<file path="src/rtl/tmr_pkg.sv">
`timescale 1ns/1ps
package tmr_pkg;
  localparam int unsigned DW = 32;

  typedef enum logic [1:0] {
    EM_OFF  = 2'd0,
    EM_ONCE = 2'd1,
    EM_LOOP = 2'd2,
    EM_RSVD = 2'd3
  } emode_e;

  localparam logic [7:0] OFF_CNT_LO = 8'h10;
  localparam logic [7:0] OFF_CNT_HI = 8'h14;
  localparam logic [7:0] OFF_PRD_LO = 8'h18;
  localparam logic [7:0] OFF_PRD_HI = 8'h1C;
  localparam logic [7:0] OFF_RUN    = 8'h20;
  localparam logic [7:0] OFF_GLOB   = 8'h24;
  localparam logic [7:0] OFF_CMP    = 8'h28;

  localparam int unsigned SH_LO = 6;
  localparam int unsigned SH_HI = 22;
  localparam logic [1:0]  GM_DUAL = 2'b01;

  // mode field position for half idx
  function automatic int unsigned f_mode_shift(input int unsigned idx);
    return (idx == 0) ? SH_LO : SH_HI;
  endfunction

  function automatic logic [7:0] f_cnt_off(input int unsigned idx);
    return (idx == 0) ? OFF_CNT_LO : OFF_CNT_HI;
  endfunction

  function automatic logic [7:0] f_prd_off(input int unsigned idx);
    return (idx == 0) ? OFF_PRD_LO : OFF_PRD_HI;
  endfunction

  function automatic logic f_mode_counts(input emode_e m);
    return (m == EM_ONCE) || (m == EM_LOOP);
  endfunction
endpackage

</file>
<file path="src/rtl/tmr_half.sv">
`timescale 1ns/1ps
module tmr_half
  import tmr_pkg::*;
#(
  parameter int unsigned W = DW
) (
  input  logic         clk,
  input  logic         rst_n,
  input  logic         rel_i,
  input  logic         unchained_i,
  input  logic         tick_i,
  input  logic [1:0]   mode_i,
  input  logic [W-1:0] prd_i,
  input  logic         cnt_we_i,
  input  logic [W-1:0] cnt_wdata_i,
  output logic [W-1:0] cnt_o,
  output logic         run_o,
  output logic         done_o,
  output logic         irq_o
);
  function automatic logic [W-1:0] f_step(input logic [W-1:0] c);
    return c + {{(W-1){1'b0}}, 1'b1};
  endfunction

  emode_e       mode;
  logic [W-1:0] cnt_q;
  logic         irq_q;
  logic         run;
  logic         hit;

  assign mode   = emode_e'(mode_i);
  assign run    = rel_i && unchained_i && tick_i && f_mode_counts(mode);
  assign hit    = run && (cnt_q == prd_i);
  assign cnt_o  = cnt_q;
  assign run_o  = run;
  assign done_o = hit && (mode == EM_ONCE);
  assign irq_o  = irq_q;

  always_ff @(posedge clk) begin
    if (!rst_n) begin
      cnt_q <= '0;
      irq_q <= 1'b0;
    end else begin
      irq_q <= hit;
      if (!rel_i) begin
        cnt_q <= '0;
      end else if (cnt_we_i) begin
        cnt_q <= cnt_wdata_i;
      end else if (hit) begin
        if (mode == EM_LOOP) cnt_q <= '0;
      end else if (run) begin
        cnt_q <= f_step(cnt_q);
      end
    end
  end

  AST_HOLD_ZERO: assert property (@(posedge clk) disable iff (!rst_n)
    !rel_i |=> (cnt_q == '0)) else $error("hold");
  AST_IDLE_STABLE: assert property (@(posedge clk) disable iff (!rst_n)
    (rel_i && !run && !cnt_we_i) |=> (cnt_q == $past(cnt_q))) else $error("idle");
  AST_LOOP_WRAP: assert property (@(posedge clk) disable iff (!rst_n)
    (hit && (mode == EM_LOOP) && !cnt_we_i) |=> (cnt_q == '0)) else $error("wrap");
  AST_WR_PRIORITY: assert property (@(posedge clk) disable iff (!rst_n)
    (rel_i && cnt_we_i) |=> (cnt_q == $past(cnt_wdata_i))) else $error("wr");
  AST_IRQ_CAUSE: assert property (@(posedge clk) disable iff (!rst_n)
    irq_q |-> ($past(run) && ($past(cnt_q) == $past(prd_i)))) else $error("irq");
endmodule

</file>
<file path="src/rtl/tmr_cmp.sv">
`timescale 1ns/1ps
module tmr_cmp #(
  parameter int unsigned W = 32
) (
  input  logic         clk,
  input  logic         rst_n,
  input  logic         we_i,
  input  logic [W-1:0] wdata_i,
  input  logic         run_i,
  input  logic [W-1:0] cnt_i,
  output logic [W-1:0] cmp_o,
  output logic         irq_o
);
  logic [W-1:0] cmp_q;
  logic         irq_q;
  logic         match;

  assign match = run_i && (cnt_i == cmp_q);
  assign cmp_o = cmp_q;
  assign irq_o = irq_q;

  always_ff @(posedge clk) begin
    if (!rst_n) begin
      cmp_q <= '0;
      irq_q <= 1'b0;
    end else begin
      irq_q <= match;
      if (we_i) cmp_q <= wdata_i;
    end
  end

  AST_CMP_CAUSE: assert property (@(posedge clk) disable iff (!rst_n)
    irq_q |-> ($past(run_i) && ($past(cnt_i) == $past(cmp_q)))) else $error("cmp");
endmodule

</file>
<file path="src/rtl/tmr_dual.sv">
`timescale 1ns/1ps
module tmr_dual
  import tmr_pkg::*;
#(
  parameter int unsigned AW      = 8,
  parameter bit          HAS_CMP = 1'b1
) (
  input  logic          clk,
  input  logic          rst_n,
  input  logic          tick_en,
  input  logic [AW-1:0] bus_addr,
  input  logic          bus_we,
  input  logic [31:0]   bus_wdata,
  output logic [31:0]   bus_rdata,
  output logic          irq_lo,
  output logic          irq_hi,
  output logic          irq_cmp
);
  localparam int unsigned NH = 2;

  logic [3:0]  glob_q;
  logic        unchained;
  logic        sel_run, sel_glob, sel_cmp;
  logic [31:0] cnt_w  [NH];
  logic [31:0] prd_w  [NH];
  logic [1:0]  mode_w [NH];
  logic        run_w  [NH];
  logic        done_w [NH];
  logic        irq_w  [NH];
  logic [31:0] cmp_w;

  assign unchained = (glob_q[3:2] == GM_DUAL);
  assign sel_run   = (bus_addr == AW'(OFF_RUN));
  assign sel_glob  = (bus_addr == AW'(OFF_GLOB));
  assign sel_cmp   = (bus_addr == AW'(OFF_CMP));

  always_ff @(posedge clk) begin
    if (!rst_n)                  glob_q <= '0;
    else if (bus_we && sel_glob) glob_q <= bus_wdata[3:0];
  end

  for (genvar i = 0; i < NH; i++) begin : g_half
    localparam int unsigned SH = f_mode_shift(i);
    logic        sel_cnt, sel_prd;
    logic [1:0]  mode_q;
    logic [31:0] prd_q;

    assign sel_cnt = (bus_addr == AW'(f_cnt_off(i)));
    assign sel_prd = (bus_addr == AW'(f_prd_off(i)));

    always_ff @(posedge clk) begin
      if (!rst_n) begin
        mode_q <= 2'd0;
        prd_q  <= '0;
      end else begin
        if (bus_we && sel_run)     mode_q <= bus_wdata[SH +: 2];
        else if (done_w[i])        mode_q <= 2'd0;
        if (bus_we && sel_prd)     prd_q  <= bus_wdata;
      end
    end

    assign mode_w[i] = mode_q;
    assign prd_w[i]  = prd_q;

    tmr_half #(.W(32)) u_half (
      .clk         (clk),
      .rst_n       (rst_n),
      .rel_i       (glob_q[i]),
      .unchained_i (unchained),
      .tick_i      (tick_en),
      .mode_i      (mode_q),
      .prd_i       (prd_q),
      .cnt_we_i    (bus_we && sel_cnt),
      .cnt_wdata_i (bus_wdata),
      .cnt_o       (cnt_w[i]),
      .run_o       (run_w[i]),
      .done_o      (done_w[i]),
      .irq_o       (irq_w[i])
    );

    AST_ONCE_CLEAR: assert property (@(posedge clk) disable iff (!rst_n)
      (done_w[i] && !(bus_we && sel_run)) |=> (mode_q == 2'd0)) else $error("once");
  end

  if (HAS_CMP) begin : g_cmp
    tmr_cmp #(.W(32)) u_cmp (
      .clk     (clk),
      .rst_n   (rst_n),
      .we_i    (bus_we && sel_cmp),
      .wdata_i (bus_wdata),
      .run_i   (run_w[0]),
      .cnt_i   (cnt_w[0]),
      .cmp_o   (cmp_w),
      .irq_o   (irq_cmp)
    );
  end else begin : g_nocmp
    assign cmp_w   = '0;
    assign irq_cmp = 1'b0;
  end

  assign irq_lo = irq_w[0];
  assign irq_hi = irq_w[1];

  always_comb begin
    bus_rdata = '0;
    if (bus_addr == AW'(OFF_CNT_LO)) bus_rdata = cnt_w[0];
    if (bus_addr == AW'(OFF_CNT_HI)) bus_rdata = cnt_w[1];
    if (bus_addr == AW'(OFF_PRD_LO)) bus_rdata = prd_w[0];
    if (bus_addr == AW'(OFF_PRD_HI)) bus_rdata = prd_w[1];
    if (sel_run) begin
      bus_rdata[SH_LO +: 2] = mode_w[0];
      bus_rdata[SH_HI +: 2] = mode_w[1];
    end
    if (sel_glob) bus_rdata[3:0] = glob_q;
    if (sel_cmp)  bus_rdata = cmp_w;
  end

  AST_GLOB_MASK: assert property (@(posedge clk) disable iff (!rst_n)
    sel_glob |-> (bus_rdata[31:4] == '0)) else $error("mask");
endmodule

</file>
<file path="config.mk">
export PLATFORM = sky130hd
export DESIGN_NAME = tmr_dual
export DESIGN_NICKNAME = d
export VERILOG_FILES = /design/src/rtl/tmr_pkg.sv /design/src/rtl/tmr_half.sv /design/src/rtl/tmr_cmp.sv /design/src/rtl/tmr_dual.sv
export SDC_FILE = /design/constraint.sdc
export NUM_CORES = 1
export LEC_CHECK = 0
export ABC_AREA = 1
export CORE_UTILIZATION = 37
export CTS_BUF_LIST = sky130_fd_sc_hd__clkbuf_8
export DETAILED_ROUTE_END_ITERATION = 8
export PLACE_DENSITY_LB_ADDON = 0.05
export SKIP_LAST_GASP = 1
export SYNTH_ARGS = -nofsm -noshare
export SYNTH_HDL_FRONTEND = slang
export SYNTH_HIERARCHICAL = 1
export SYNTH_SLANG_ARGS = --single-unit
</file>
<file path="constraint.sdc">
create_clock -name clk -period 5.56 [get_ports clk]
set_input_delay 1.112 -clock clk [delete_from_list [all_inputs] [get_ports clk]]
set_output_delay 1.112 -clock clk [all_outputs]
set_load 0.02 [all_outputs]
</file>
* Word level (Yosys, flattened, before mapping)
Index checks and enable logic that the tools add are counted.
** Storage, ports and cells
- Register bits :: 171
- Latch bits :: 0
- Memory bits (writable) :: 0
- Bits in read-only memories :: 0
- Bits of input ports :: 44
- Output and inout port bits :: 35
- Word-level logic and storage cells :: 78
- Memories kept :: 0
** Operators by class
- Add/subtract/negate cells :: 2
- Multipliers :: 0
- Divide/modulo/power cells :: 0
- Magnitude comparators :: 0
- Eq/ne operators :: 17
- Shift operators :: 0
- Mux-type cells :: 20
- Bitwise logic cells :: 0
- Reduce and logical (&&, ||, !) cells :: 28
** Operators by type and width (number)
- two-way mux 32 bit :: 13
- == test 32 bit :: 3
- adder 32 x 1 -> 32 bit (second input constant) :: 2
- == test 8 x 5 -> 1 bit (second input constant) :: 4
- == test 8 x 6 -> 1 bit (second input constant) :: 3
- logical AND 1 bit :: 18
- two-way mux 2 bit :: 6
- AND reduction 2 bit :: 4
- == test 2 x 1 -> 1 bit (second input constant) :: 3
- != test 3 x 2 -> 1 bit (second input constant) :: 2
- nonzero test 3 bit :: 2
- == test 2 bit (second input constant) :: 2
- two-way mux 4 bit :: 1
- nonzero test 2 bit :: 2
- logical OR 1 bit :: 2

* Depth between registers and ports, before layout
- Depth in word-level cells :: 8
- Mapped depth :: 14
- Mapped depth without buffers :: 13

* Cells and area by module
Netlist, hierarchy kept.
** Modules (own cells, without submodules)
- tmr_dual :: instances 1, cells each 662, area an instance 4276.6 sq um, sequential area each 1441.4 sq um
- tmr_half at g_half[0].u_half :: instances 1, cells each 569, area an instance 3294.4 sq um, sequential area each 660.6 sq um
- tmr_half at g_half[1].u_half :: instances 1, cells each 564, area an instance 3190.6 sq um, sequential area each 660.6 sq um
- tmr_cmp :: instances 1, cells each 258, area an instance 1641.6 sq um, sequential area each 660.6 sq um

* Worst setup path after synthesis
OpenSTA, ideal clock, no wires.
- Path kind :: input to output
- Start :: in bus_addr[6]
- End :: out bus_rdata[31]
- Data arrival time :: 2083 ps
- Required time :: 4448 ps
- Path slack :: 2365 ps
- Cell stages on the path :: 8
- Path buffers :: 1
- Cell sequence :: inv_1 -> nand2_1 -> nor2_4 -> buf_2 -> nand3_1 -> nand3_1 -> nor2_1 -> nor2_1
** Between the ends
- Word-level cells in the longest chain between the ends :: 6
- Elaborated cells between the ends (all ways) :: 10
- Classes of those cells :: eq/ne (5); mux (5)
** Ends and longest elaborated chain
- start, declared :: RTL line tmr_dual.sv:11 : input logic [AW-1:0] bus_addr,
- == test 8 x 5 -> 1 bit :: RTL line tmr_dual.sv:106 : if (bus_addr == AW'(OFF_CNT_LO)) bus_rdata = cnt_w[0];
- two-way mux 32 bit :: RTL line tmr_dual.sv:106
- two-way mux 32 bit :: RTL line tmr_dual.sv:107 : if (bus_addr == AW'(OFF_CNT_HI)) bus_rdata = cnt_w[1];
- two-way mux 32 bit :: RTL line tmr_dual.sv:108 : if (bus_addr == AW'(OFF_PRD_LO)) bus_rdata = prd_w[0];
- two-way mux 32 bit :: RTL line tmr_dual.sv:109 : if (bus_addr == AW'(OFF_PRD_HI)) bus_rdata = prd_w[1];
- two-way mux 32 bit (*) :: RTL line tmr_dual.sv:115 : if (sel_cmp) bus_rdata = cmp_w;
- end, declared :: RTL line tmr_dual.sv:14 : output logic [31:0] bus_rdata,
Mark *: on every way between the ends. The rest lies on a longest branch, timed or not.

* Worst setup path after layout
- Start :: in bus_addr[6]
- End :: out bus_rdata[10]
The elaborated chain is that of the path after synthesis.

==> flow_metrics.env <==
export IMPL_synth_top_area_frac=0.276
export IMPL_start_util=0.378
export IMPL_ant_nets=0
export IMPL_via_count=13066
export IMPL_arrival_ns=3.62
export IMPL_vdd_drop_max_v=0.000152
export IMPL_grt_overflow_total=0
export IMPL_cap_violations=0
export IMPL_p_int_mw=1.79
export IMPL_synth_seq_area_share=0.276
export IMPL_setup_violations=0
export IMPL_grt_max_degree=70
export IMPL_worstMarginPinSlew_ns=1.04
export IMPL_drc=0
export IMPL_numCtsBuffers=17
export IMPL_fin_cells=2511
export IMPL_max_stage_delay_ns=0.65
export IMPL_antenna_cells=0
export IMPL_core_mm2=0.0328
export IMPL_synth_fp_nets=2103
export IMPL_wire_per_inst_um=20.0
export IMPL_fin_crit_ns=4.73
export IMPL_fmax_mhz=211
export IMPL_syn_area_per_cell_um2=6.04
export IMPL_fin_skew_ns=0.0149
export IMPL_initialDrtViolationCount=1312
export IMPL_synth_seq_cells=171
export IMPL_place_inst=2480
export IMPL_synthArstFlopShare=0
export IMPL_yosys_warnings=6
export IMPL_clockPowerShare=0.432
export IMPL_viasPerCell=5.20
export IMPL_cts_path_max_buffers=2
export IMPL_gp_congestion=0.973
export IMPL_clkTransAtPathRegs_ns=0.08
export IMPL_layout_drive_gt1_share=0.0831
export IMPL_post_cts_resize_count=0
export IMPL_crit_chain="clkdlybuf4s50_1, inv_1, nand2_1, nor2_1, nand2_2, inv_2, nand2_1, nand4_1, clkdlybuf4s50_1"
export IMPL_grt_usage=0.299
export IMPL_hold_viol=0
export IMPL_status="finished, final reports clean"
export IMPL_cellLeakagePower_nw=5.41
export IMPL_power_switching_mw=0.607
export IMPL_antenna_found_initial=0
export IMPL_dp_hpwl_mm=36.7
export IMPL_synth_area_top_cells="dfxtp_1 28%, nand2_1 20%, nand3_1 9.7%"
export IMPL_io_buffers=78
export IMPL_h_tree_depth=4
export IMPL_grt_pass1_wl_mm=75.3
export IMPL_clock_sinks=171
export IMPL_synthTopCellsByCount="672 x nand2_1, 240 x nand3_1, 227 x nor2_1"
export IMPL_postCtsSetupBuffers=0
export IMPL_rsz0062_at_grt="no"
export IMPL_power_density_mw_per_mm2=176
export IMPL_synthFlopType="dfxtp_1"
export IMPL_slew_viol_final=0
export IMPL_tns_ns=0
export IMPL_slew_headroom=0.307
export IMPL_p_comb_frac=0.057
export IMPL_ios=79
export IMPL_cts_root_buf="clkbuf_8"
export IMPL_nNetsFinal=2107
export IMPL_cts_tree="built"
export IMPL_ys_types=43
export IMPL_cp_slowest_cell="clkdlybuf4s50_1"
export IMPL_wl_mm=50.3
export IMPL_worst_setup_path_end_kind="output port"
export IMPL_syn_area_mm2=0.0124
export IMPL_min_path_type="register to register"
export IMPL_clock_latency_ns=0.49
export IMPL_syn_inst=2053
export IMPL_p_sw_frac=0.253
export IMPL_drt_pass1_iter_count=7
export IMPL_yosys_area_top_type="dfxtp_1"
export IMPL_cp_data_required_time_ns=4.45
export IMPL_crit_fanout=30
export IMPL_grt_pass1_vias=12082
export IMPL_syn_to_final_growth_pct=10.1
export IMPL_startpoint_type="input pin"
export IMPL_synth_edff_count=0
export IMPL_die_w_um=185
export IMPL_pwr_share_seq=0.511
export IMPL_ctsHoldBuffers=0
export IMPL_critPathKind="input pin to output port"
export IMPL_die_area_mm2=0.0343
export IMPL_die_h_um=185
export IMPL_fin_crit_sh=0.850
export IMPL_synth_most_common_cell="nand2_1"
export IMPL_row_count=66
-- layout make-up --
| type | instances | area [µm²] |
|---|---|---|
| fill | 3664 | 19100 |
| multi-input combinational | 1563 | 7550 |
| sequential | 171 | 3420 |
| timing repair buffer | 92 | 888 |
| inverter | 212 | 801 |
| tap | 442 | 553 |
| clock buffer | 17 | 234 |
| clock inverter | 14 | 204 |
-- per-stage QoR --
stage                     setup slack [ns]  utilization  power, mW  hold WS [ns]  cell area [µm²]
final                                0.832        0.417       2.40         0.502            13700
after global routing                 0.744        0.417       2.47         0.527            13700
after CTS                            0.877        0.417       2.42         0.498            13700
after detailed placement             0.884        0.403       1.39         0.481            13200
after global placement               0.883        0.403       1.39         0.480            13200
after floorplan                       2.36            -       1.30         0.454            12400
-- worst max-delay path, delay by kind of cell --
| family | cells | cell delay (ns) |
|---|---|---|
| buf+inv | 4 | 1.63 |
| simple gates | 5 | 0.85 |
-- flip-flops by register name, summed over array words and instances, names as in the netlist --
signal / flops
g_half.prd_q: 64
g_half.u_half/cnt_o: 64
g_cmp.u_cmp/cmp_o: 32
g_half.mode_q: 4
glob_q: 4
g_half.u_half/irq_o: 2
g_cmp.u_cmp/irq_o: 1
-- layout by cell type (no fill, tap or decap), types with 4 or more instances in the layout --
cell type	count
nand2_1	672
nand3_1	240
nor2_1	225
inv_1	175
dfxtp_1	171
a21oi_1	107
clkdlybuf4s50_1	76
o21ai_0	62
xnor2_1	54
nand4_1	34
xor2_1	33
nand3_2	32
inv_2	23
nor2_2	18
a21oi_2	18
clkbuf_8	17
clkinv_1	15
nand2_2	14
buf_4	13
nor3_1	9
nor2_4	8
o21ai_1	7
ha_1	6
bufinv_16	5
nand2_4	4
clkinv_2	4
a21o_1	4
-- cells by family (layout without fill, tap and decap cells) --
group / count (synthesis) / in the layout / synth area share
simple gates: 1269 / 1269 / 0.452
buf+inv: 319 / 335 / 0.116
compound gates: 200 / 200 / 0.0875
flops: 171 / 171 / 0.276
xor+xnor: 88 / 88 / 0.0627
fa+ha+maj: 6 / 6 / 0.00605
-- power groups by stage --
stage | clock network [mW] | registers, mW | logic [mW]
finish | 1.04 | 1.23 | 0.137
global placement | 0 | 1.26 | 0.134
global route | 1.10 | 1.23 | 0.143
detailed placement | 0 | 1.26 | 0.134
CTS | 1.06 | 1.23 | 0.134
floorplan | 0 | 1.25 | 0.0467
-- path summary, 6_finish.rpt --
check | endpoint | startpoint | depth (start not counted) | slack (ns)
worst min-delay path | g_half[0].prd_q[0]$_SDFFE_PN0P_ | g_half[0].prd_q[0]$_SDFFE_PN0P_ | 2 | 0.50
worst max register to register | g_half[1].u_half/cnt_o[15]$_SDFFE_PN0P_ | g_half[1].u_half/cnt_o[18]$_SDFFE_PN0P_ | 10 | 2.69
worst max-delay path | bus_rdata[10] | bus_addr[6] | 9 | 0.83
worst min register to register | g_half[0].prd_q[0]$_SDFFE_PN0P_ | g_half[0].prd_q[0]$_SDFFE_PN0P_ | 2 | 0.50
-- layer usage --
metal  vias to the layer above  wire length (µm)  track usage
li1                       6459                 -            -
met1                      6163             23200        0.408
met2                       397             23000        0.484
met3                        47              3110       0.0527
met4                         0               920       0.0754
met5                         -                 0            0
Note: power is estimated with default switching activity, not from simulation.
